## src/rtl/ber_mon_pkg.sv

```systemverilog
package ber_mon_pkg;

    // Node synchronisation decision held between windows.
    typedef enum logic [1:0] {
        SYNC_NONE   = 2'd0,
        SYNC_LOCKED = 2'd1,
        SYNC_LOST   = 2'd2
    } sync_state_e;

    // Classified received symbol.
    typedef struct packed {
        logic hard;     // 1 = encoded one
        logic erased;   // all bits zero
    } sym_class_t;

    function automatic sym_class_t classify(input logic msb, input logic any_set);
        sym_class_t c;
        c.hard   = msb;
        c.erased = ~any_set;
        return c;
    endfunction

    // Width of a per-bit error count for n symbols.
    function automatic int err_width(input int n);
        return (n < 2) ? 1 : $clog2(n + 1);
    endfunction

endpackage

```

## src/rtl/sym_delay.sv

```systemverilog
module sym_delay #(
    parameter int W     = 6,
    parameter int DEPTH = 4
) (
    input  logic         clk,
    input  logic         rst,
    input  logic [W-1:0] din,
    output logic [W-1:0] dout
);
    logic [W-1:0] stg [DEPTH];

    always_ff @(posedge clk) begin
        if (rst) stg[0] <= '0;
        else     stg[0] <= din;
    end

    for (genvar k = 1; k < DEPTH; k++) begin : g_stage
        always_ff @(posedge clk) begin
            if (rst) stg[k] <= '0;
            else     stg[k] <= stg[k-1];
        end
    end

    assign dout = stg[DEPTH-1];
endmodule

```

## src/rtl/conv_reencode.sv

```systemverilog
module conv_reencode
    import ber_mon_pkg::*;
#(
    parameter int               K     = 3,
    parameter int               N     = 2,
    parameter int               W     = 3,
    parameter logic [N*K-1:0]   POLYS = 6'b111_101,
    localparam int              EW    = err_width(N)
) (
    input  logic           clk,
    input  logic           rst,
    input  logic           dec_valid,
    input  logic           dec_bit,
    input  logic [N*W-1:0] rx_vec,
    output logic [EW-1:0]  err_inc
);
    logic [K-2:0] hist;
    logic [K-1:0] win;
    logic [N-1:0] miss;

    assign win = {dec_bit, hist};

    always_ff @(posedge clk) begin
        if (rst)            hist <= '0;
        else if (dec_valid) hist <= win[K-1:1];
    end

    for (genvar j = 0; j < N; j++) begin : g_sym
        localparam logic [K-1:0] TAPS = POLYS[(N-j)*K-1 -: K];
        logic [W-1:0] sym;
        sym_class_t   cls;
        logic         coded;
        assign sym     = rx_vec[(N-j)*W-1 -: W];
        assign cls     = classify(sym[W-1], |sym);
        assign coded   = ^(win & TAPS);
        assign miss[j] = ~cls.erased & (cls.hard ^ coded);
    end

    always_comb begin
        err_inc = '0;
        for (int j = 0; j < N; j++)
            err_inc = err_inc + EW'(dec_valid & miss[j]);
    end

    // history frozen on idle cycles
    a_r3_hist_hold: assert property (@(posedge clk) disable iff (rst)
        !dec_valid |=> $stable(hist));
    // an all-erased vector never yields an error
    a_r2_erasure: assert property (@(posedge clk) disable iff (rst)
        (rx_vec == '0) |-> (err_inc == '0));
    // no errors without a decoded bit
    a_r3_idle_quiet: assert property (@(posedge clk) disable iff (rst)
        !dec_valid |-> (err_inc == '0));
endmodule

```

## src/rtl/window_acc.sv

```systemverilog
module window_acc #(
    parameter int CW = 16,
    parameter int PW = 24,
    parameter int EW = 2
) (
    input  logic          clk,
    input  logic          rst,
    input  logic          step,
    input  logic [EW-1:0] add,
    input  logic [PW-1:0] period,
    output logic [CW-1:0] run,
    output logic          fire,
    output logic [CW-1:0] sum
);
    logic [CW:0]   wide;
    logic [PW-1:0] pos;
    logic          last;

    assign wide = {1'b0, run} + {{(CW + 1 - EW){1'b0}}, add};
    assign sum  = wide[CW] ? {CW{1'b1}} : wide[CW-1:0];
    assign last = ({1'b0, pos} + {{PW{1'b0}}, 1'b1}) >= {1'b0, period};
    assign fire = step & last;

    always_ff @(posedge clk) begin
        if (rst || fire) begin
            run <= '0;
            pos <= '0;
        end else if (step) begin
            run <= sum;
            pos <= pos + 1'b1;
        end
    end

    // the running count never falls except at a window end
    a_r8_no_wrap: assert property (@(posedge clk) disable iff (rst)
        !$past(fire) |-> (run >= $past(run)));
    // a window end leaves the count cleared
    a_r5_clear: assert property (@(posedge clk) disable iff (rst)
        $past(fire) |-> (run == '0));
endmodule

```

## src/rtl/reencode_ber_monitor.sv

```systemverilog
module reencode_ber_monitor
    import ber_mon_pkg::*;
#(
    parameter int             K      = 3,
    parameter int             N      = 2,
    parameter int             W      = 3,
    parameter logic [N*K-1:0] POLYS  = 6'b111_101,
    parameter int             DELAY  = 4,
    parameter int             BER_CW = 16,
    parameter int             BER_PW = 24,
    parameter int             NS_W   = 8
) (
    input  logic              clk,
    input  logic              rst,
    input  logic [N*W-1:0]    rx_sym,
    input  logic              dec_valid,
    input  logic              dec_bit,
    input  logic [BER_PW-1:0] ber_period,
    input  logic [NS_W-1:0]   ns_period,
    input  logic [NS_W-1:0]   ns_threshold,
    output logic [BER_CW-1:0] err_count,
    output logic [BER_CW-1:0] ber_latched,
    output logic [NS_W-1:0]   ns_count,
    output logic              in_sync,
    output logic              out_sync
);
    localparam int EW = err_width(N);

    logic [N*W-1:0]    rx_aligned;
    logic [EW-1:0]     err_inc;
    logic              ber_fire, ns_fire;
    logic [BER_CW-1:0] ber_sum;
    logic [NS_W-1:0]   ns_sum;
    sync_state_e       sync_q;

    sym_delay #(.W(N*W), .DEPTH(DELAY)) u_delay (
        .clk(clk), .rst(rst), .din(rx_sym), .dout(rx_aligned)
    );

    conv_reencode #(.K(K), .N(N), .W(W), .POLYS(POLYS)) u_enc (
        .clk(clk), .rst(rst), .dec_valid(dec_valid), .dec_bit(dec_bit),
        .rx_vec(rx_aligned), .err_inc(err_inc)
    );

    window_acc #(.CW(BER_CW), .PW(BER_PW), .EW(EW)) u_ber_win (
        .clk(clk), .rst(rst), .step(dec_valid), .add(err_inc),
        .period(ber_period), .run(err_count), .fire(ber_fire), .sum(ber_sum)
    );

    window_acc #(.CW(NS_W), .PW(NS_W), .EW(EW)) u_ns_win (
        .clk(clk), .rst(rst), .step(dec_valid), .add(err_inc),
        .period(ns_period), .run(ns_count), .fire(ns_fire), .sum(ns_sum)
    );

    always_ff @(posedge clk) begin
        if (rst)           ber_latched <= '0;
        else if (ber_fire) ber_latched <= ber_sum;
    end

    always_ff @(posedge clk) begin
        if (rst)          sync_q <= SYNC_NONE;
        else if (ns_fire) sync_q <= (ns_sum < ns_threshold) ? SYNC_LOCKED : SYNC_LOST;
    end

    assign in_sync  = (sync_q == SYNC_LOCKED);
    assign out_sync = (sync_q == SYNC_LOST);

    // latched total held between error-rate window ends
    a_r7_latch_hold: assert property (@(posedge clk) disable iff (rst)
        !$past(ber_fire) |-> $stable(ber_latched));
    // sync flags held between node-sync window ends
    a_r7_flag_hold: assert property (@(posedge clk) disable iff (rst)
        !$past(ns_fire) |-> ($stable(in_sync) && $stable(out_sync)));
    // below-threshold window reports lock
    a_r6_lock: assert property (@(posedge clk) disable iff (rst)
        ($past(ns_fire) && ($past(ns_sum) < $past(ns_threshold))) |-> (in_sync && !out_sync));
    // at-or-above-threshold window reports loss
    a_r6_loss: assert property (@(posedge clk) disable iff (rst)
        ($past(ns_fire) && ($past(ns_sum) >= $past(ns_threshold))) |-> (out_sync && !in_sync));
    // reset leaves all outputs cleared
    a_r9_reset: assert property (@(posedge clk)
        $past(rst) |-> (err_count == '0 && ber_latched == '0 && ns_count == '0
                        && !in_sync && !out_sync));
endmodule

```

## config.mk

```make
export PLATFORM = sky130hd
export DESIGN_NAME = reencode_ber_monitor
export DESIGN_NICKNAME = d
export VERILOG_FILES = /design/src/rtl/ber_mon_pkg.sv /design/src/rtl/sym_delay.sv /design/src/rtl/conv_reencode.sv /design/src/rtl/window_acc.sv /design/src/rtl/reencode_ber_monitor.sv
export SDC_FILE = /design/constraint.sdc
export NUM_CORES = 1
export LEC_CHECK = 0
export CAP_MARGIN = 10
export CORE_MARGIN = 4
export CORE_UTILIZATION = 55
export CTS_CLUSTER_SIZE = 12
export DETAILED_ROUTE_END_ITERATION = 10
export PLACE_DENSITY = 0.86
export SLEW_MARGIN = 20
export SYNTH_ARGS = -nofsm -noshare
export SYNTH_HDL_FRONTEND = slang
export SYNTH_SLANG_ARGS = --single-unit
```

## constraint.sdc

```tcl
create_clock -name clk -period 5 [get_ports clk]
set_clock_uncertainty 0.2 [all_clocks]
set_input_delay 0.5 -clock clk [delete_from_list [all_inputs] [get_ports clk]]
set_output_delay 0.5 -clock clk [all_outputs]
set_load 0.005 [all_outputs]
```

After elaboration in Yosys (flattened, before gate mapping). Memories as Yosys holds them, arrays and structs flattened. Index checks and enable logic that the tools add are counted.

Add/subtract/negate cells: 7. $mul: 0. Divide/modulo/power cells: 0. Magnitude comparators: 3. Equality and inequality tests: 2. Shift operators: 0. Multiplexer cells: 10. Bitwise operators: 12. Reductions and logical operators: 6.

Operators with widths (count): 24-bit by 1-bit adder with 25-bit output (second input constant) (1); 25-bit by 24-bit >= comparator with 1-bit output (1); 24-bit by 1-bit adder with 24-bit output (second input constant) (1); 6-bit two-way mux (4); 16-bit by 2-bit adder with 17-bit output (1); 16-bit two-way mux (1); 8-bit by 1-bit adder with 9-bit output (second input constant) (1); 8-bit by 2-bit adder with 9-bit output (1); 9-bit by 8-bit >= comparator with 1-bit output (1); 8-bit by 1-bit adder with 8-bit output (second input constant) (1); 8-bit < comparator (1); 8-bit two-way mux (1); 1-bit bitwise AND (6); 3-bit OR reduction (2); 3-bit XOR reduction (2); 1-bit OR (4); 1-bit two-way mux (3); 1-bit by 1-bit adder with 2-bit output (1); 2-bit by 1-bit equality test with 1-bit output (second input constant) (1); 2-bit equality test (second input constant) (1); 1-bit logical OR (2); 2-bit two-way mux (1); 1-bit bitwise XOR (2).

Bits in registers: 76. Latch bits: 0. Bits in writable memories: 24. Bits in read-only memories: 0. Input bits: 50. Output and inout bits: 42. Logic and storage cells: 48. Memories kept: 1.

Memories: u_delay.stg (words 4, width 6, read ports 4, clocked after memory_dff 0, wr ports 4, RTL line sym_delay.sv:10) `logic [W-1:0] stg [DEPTH];`.

Depth between registers and ports, before layout.
Depth after elaboration: 9. Mapped depth: 17. Mapped depth without buffers: 16.

By module. From an unflattened synthesis, not the netlist that was laid out.

Cell total of the unflattened synthesis: 725. Area, all modules: 6047.0 um^2.

Modules (own cells, without submodules): window_acc at u_ber_win (instances 1, cells each 420, area each 3136.8 um^2, sequential area each 800.8 um^2); window_acc at u_ns_win (instances 1, cells each 147, area each 1213.7 um^2, sequential area each 320.3 um^2); reencode_ber_monitor (instances 1, cells each 91, area each 859.6 um^2, sequential area each 360.3 um^2); sym_delay (instances 1, cells each 50, area each 693.2 um^2, sequential area each 480.5 um^2); conv_reencode (instances 1, cells each 17, area each 143.9 um^2, sequential area each 40.0 um^2).

Worst setup path after synthesis. No wires, ideal clock.

Path type: in2reg. Start: input dec_valid. End: register sync_q[1]. Library setup time: 115 ps. Arrival: 4160 ps. Required time: 4685 ps. Path slack: 525 ps. Stages: 17. Path buffers: 3. Path through: clkbuf_1 inv_1 clkbuf_1 clkbuf_1 a21oi_1 ha_1 ha_1 ha_1 a21oi_4 nor4_1 or2_2 ha_1 or4b_1 o2111ai_1 a21oi_1 or4_1 and3_1.

Word-level cells in the longest chain between the ends: 6. Elaborated cells between the ends (all ways): 8. Those cells by class: add/sub: 2; order compare: 1; mux: 2; bitwise: 3.

RTL lines: start, declared (RTL line reencode_ber_monitor.sv:16) `input logic dec_valid,`; 1-bit bitwise AND (RTL line conv_reencode.sv:42) `err_inc = err_inc + EW'(dec_valid & miss[j]);`; 1-bit by 1-bit adder with 2-bit output (*) (RTL line conv_reencode.sv:42); 8-bit by 2-bit adder with 9-bit output (*) (RTL line window_acc.sv:19) `assign wide = {1'b0, run} + {{(CW + 1 - EW){1'b0}}, add};`; 8-bit two-way mux (*) (RTL line window_acc.sv:20) `assign sum = wide[CW] ? {CW{1'b1}} : wide[CW-1:0];`; via ns_sum[1] (RTL line reencode_ber_monitor.sv:33) `logic [NS_W-1:0] ns_sum;`; 8-bit < comparator (*) (RTL line reencode_ber_monitor.sv:62) `else if (ns_fire) sync_q <= (ns_sum < ns_threshold) ? SYNC_LOCKED : SYNC_LOST;`; 2-bit two-way mux (*) (RTL line reencode_ber_monitor.sv:62); end signal, assigned (RTL line reencode_ber_monitor.sv:62); end, declared (RTL line reencode_ber_monitor.sv:34) `sync_state_e sync_q;`.

The timed path passes the listed nets; every way through them passes the cells marked *. A chain may end at the register's enable or synchronous reset.

Worst setup path after layout.
Start: input dec_bit. End: register sync_q[1].

Word-level cells in the longest chain between the ends: 9. Elaborated cells between the ends (all ways): 13. Those cells by class: add/sub: 2; order compare: 1; mux: 2; bitwise: 6; reduce/logical: 2.

RTL lines: start, declared (RTL line reencode_ber_monitor.sv:17) `input logic dec_bit,`; 3-bit XOR reduction (RTL line conv_reencode.sv:35) `assign coded = ^(win & TAPS);`; 1-bit bitwise XOR (RTL line conv_reencode.sv:36) `assign miss[j] = ~cls.erased & (cls.hard ^ coded);`; 1-bit bitwise AND (RTL line conv_reencode.sv:36); 1-bit bitwise AND (RTL line conv_reencode.sv:42); 1-bit by 1-bit adder with 2-bit output (*) (RTL line conv_reencode.sv:42); 8-bit by 2-bit adder with 9-bit output (*) (RTL line window_acc.sv:19); 8-bit two-way mux (*) (RTL line window_acc.sv:20); via ns_sum[1] (RTL line reencode_ber_monitor.sv:33); 8-bit < comparator (*) (RTL line reencode_ber_monitor.sv:62); 2-bit two-way mux (*) (RTL line reencode_ber_monitor.sv:62).

Marked as above.

==> run_results.csv <==
group,metric,value,unit
run_status,status,"complete, no violations",
pwr,finalPower,1.51,mW
timing,fin_crit_sh,0.930,
worst_setup_path,critPathCaptureType,"flop",
finish,postLayoutCellArea,7150,µm²
clock_network,clkTransAtPathRegs,110,ps
clock_network,htreeDepth,3,
timing,relSlewSlack,0.455,
clock_network,cts_buffer_depth,2,
placement,dp_cells,929,
finish,drive_gt1_frac,0.0581,
placement,place_hpwl,10500,µm
global_routing,grt_pass1_vias,5352,
global_routing,grt_max_degree,79,
timing,setup_viol,0,
clock_network,post_cts_resized,0,
min_path,hp-start,"u_delay.stg[0][4]",
finish,nFillCells,855,
finish,mostFrequentLayoutCells,"100 x dfxtp_1, 89 x clkdlybuf4s50_1, 70 x nand2_1",
routing,first_iter_violations,451,
global_routing,antenna_found_initial,0,
routing,vias,5578,
timing,rsz0062_at_grt,"false",
timing,max_freq,215,MHz
floorplanning,start_util,0.571,
synthesis,synth_top_area_share,0.335,
timing,fin_ws,348,ps
routing,drt-total-wl,14600,µm
finish,final_nets,901,
timing,holdWs,237,ps
routing,drtAntennaViolNets,0,
floorplanning,die-area,12600,µm²
timing,period_needed,4650,ps
synthesis,ys_warn_count,0,
global_routing,grt_usage,0.231,
worst_setup_path,cp-start-kind,"input port",
timing,tns,0,ps
worst_setup_path,max_stage_delay,510,ps
finish,area_growth,19.7,%
synthesis,avgSynthCellArea,8.12,µm²
placement,dpl-instance-area,6930,µm²
floorplanning,die_w,112,µm
floorplanning,core-area,10500,µm²
finish,n_antenna_cell,0,
routing,drc,0,
finish,fin_util,0.683,
flow_run,max-cap-violations,0,
timing,slew_viol_final,0,
clock_network,cts-root-buf,"clkbuf_8",
routing,wire_per_inst,15.5,µm
worst_setup_path,cp_max_fo,3,
worst_setup_path,cp.arrival,4720,ps
worst_setup_path,r2r-start,"u_ber_win.pos[0]",
clock_network,postCtsHoldBufs,0,
worst_setup_path,crit_start,"dec_bit",
synthesis,syn_inst,736,
synthesis,syn_area,5970,µm²
synthesis,yosysUniqueCellTypes,61,
finish,final-instance-count-excl-fill,945,
clock_network,cts_setup_buffers,0,
synthesis,ys_ff_latch,100,
worst_setup_path,cpMostUsedCell,"ha_1",
global_routing,grt_pass1_wl,24800,µm
timing,finalHoldViolations,0,
floorplanning,io_pins,92,
finish,layout_commonest_cell,"dfxtp_1",
synthesis,synth-main-ff-cell,"dfxtp_1",
pwr,leakagePower,3.01,nW
worst_setup_path,path_class,"input port to flop",
clock_network,cts-buffers-inserted,9,
synthesis,seq_area_frac_synth,0.335,
synthesis,synth_area_leaders,"dfxtp_1 34%, ha_1 9.8%, nand2_1 4.4%, a21oi_1 4.2%, nor2b_1 4.0%",
routing,avgViaCountPerCell,5.90,
synthesis,async_flop_share,0,
worst_setup_path,crit_chain,"clkdlybuf4s50_1 -> xnor2_1 -> xor2_1 -> or3_1 -> a21oi_1 -> ha_1 -> ha_1 -> ha_1 -> a21oi_4 -> nor4_1 -> or2_2 -> ha_1 -> or4b_1 -> o2111ai_1 -> a21oi_1 -> or4_1 -> and3_1",
min_path,min_path_type,"flop to flop",
worst_setup_path,worst_ep_required_time,5070,ps
floorplanning,rows,37,
clock_network,cts_tree,"done",
synthesis,synth_largest_area_cell,"dfxtp_1",
placement,dp_slack,-8.02,ps
clock_network,clk_latency,360,ps
synthesis,synth-edff-count,0,
floorplanning,die_y,112,µm
pwr,ir_worst_vdd,0.000166,V
timing,worst_slew_pin_slew,816,ps
synthesis,synth_fp_nets,833,
clock_network,cts_num_sinks,100,
routing,drtPass1Iterations,5,
pwr,p_per_area,211,nW/µm²
placement,place_congestion,0.930,
global_routing,grt-ovfl-total,0,
worst_setup_path,slowest_stage,"or4b_1",
placement,portBuffers,91,
-- metal layers --
layer / global-route usage / wire, µm
met1: 0.289 / 6220
met4: 0.0617 / 226
met3: 0.0431 / 848
met5: 0 / 0
met2: 0.407 / 7340
-- cell usage after synthesis (2+ instances only) --
master	count
dfxtp_1	100
nand2_1	70
a21oi_1	50
inv_1	49
ha_1	47
nor2_1	42
nor2b_1	38
nand3_1	37
nand4_1	34
clkbuf_1	26
xnor2_1	25
xor2_1	23
nor3_1	20
and3_1	18
o21ai_0	18
a31oi_1	17
mux2i_1	15
buf_2	12
a211oi_1	10
o211ai_1	7
and4_1	6
a21o_1	5
a31o_2	4
nand3b_1	4
nor4_1	4
a221oi_1	3
buf_1	3
o2111ai_1	3
or3_1	3
or4_1	3
a21boi_0	2
a311oi_1	2
buf_4	2
inv_2	2
mux2_1	2
mux2_2	2
nand2b_1	2
nor3b_1	2
or2_2	2
-- worst max-delay path: cells and delay by family --
family | cells | cell delay (ps)
buffers and inverters | 1 | 440
AND/OR/NAND/NOR | 6 | 1940
XOR/XNOR | 2 | 400
adder cells (fa/ha/maj) | 4 | 920
AO/OA/AOI/OAI | 4 | 520
-- area by class of cell --
class | count | area (µm²) | area share
clock buffer | 10 | 138 | 0.0193
clock inverter | 6 | 76.3 | 0.0107
inverter | 51 | 191 | 0.0268
multi-input combinational | 541 | 3600 | 0.503
sequential | 100 | 2000 | 0.280
tap | 136 | 170 | 0.0238
timing repair buffer | 101 | 976 | 0.137
-- logic make-up (layout without fill, tap and decap cells) --
group                    count (synthesis)  after routing  synth area share
buffers and inverters                   95            168            0.0637
flip-flops                             100            100             0.335
AND/OR/NAND/NOR                        293            293             0.257
adder cells (fa/ha/maj)                 47             47            0.0984
multiplexers                            19             19            0.0327
XOR/XNOR                                48             48            0.0704
AO/OA/AOI/OAI                          134            134             0.143
-- path summary, 6_finish.rpt --
check | depth (start not counted) | to | slack, ps
worst max register to register | 14 | ber_latched[5] | 420
worst max-delay path | 17 | sync_q[1] | 350
worst min-delay path | 1 | u_delay.stg[1][4] | 240
worst min register to register | 1 | u_delay.stg[1][4] | 240
-- registers in the layout, summed over array words and instances (netlist names) --
signal and cells:
u_delay.stg 24, ber_latched 16, u_ber_win.run 16, u_ns_win.pos 8, u_enc.hist 2, u_ber_win.pos 24
sync_q 2, u_ns_win.run 8
-- power breakdown --
| part | leakage (nW) | internal, mW | switching (mW) |
|---|---|---|---|
| clock | 0.110 | 0.255 | 0.294 |
| sequential | 0.810 | 0.809 | 0.0102 |
| combinational | 2.09 | 0.0714 | 0.0706 |
| total | 3.01 | 1.14 | 0.374 |
Power figures use the tool's default switching activity.
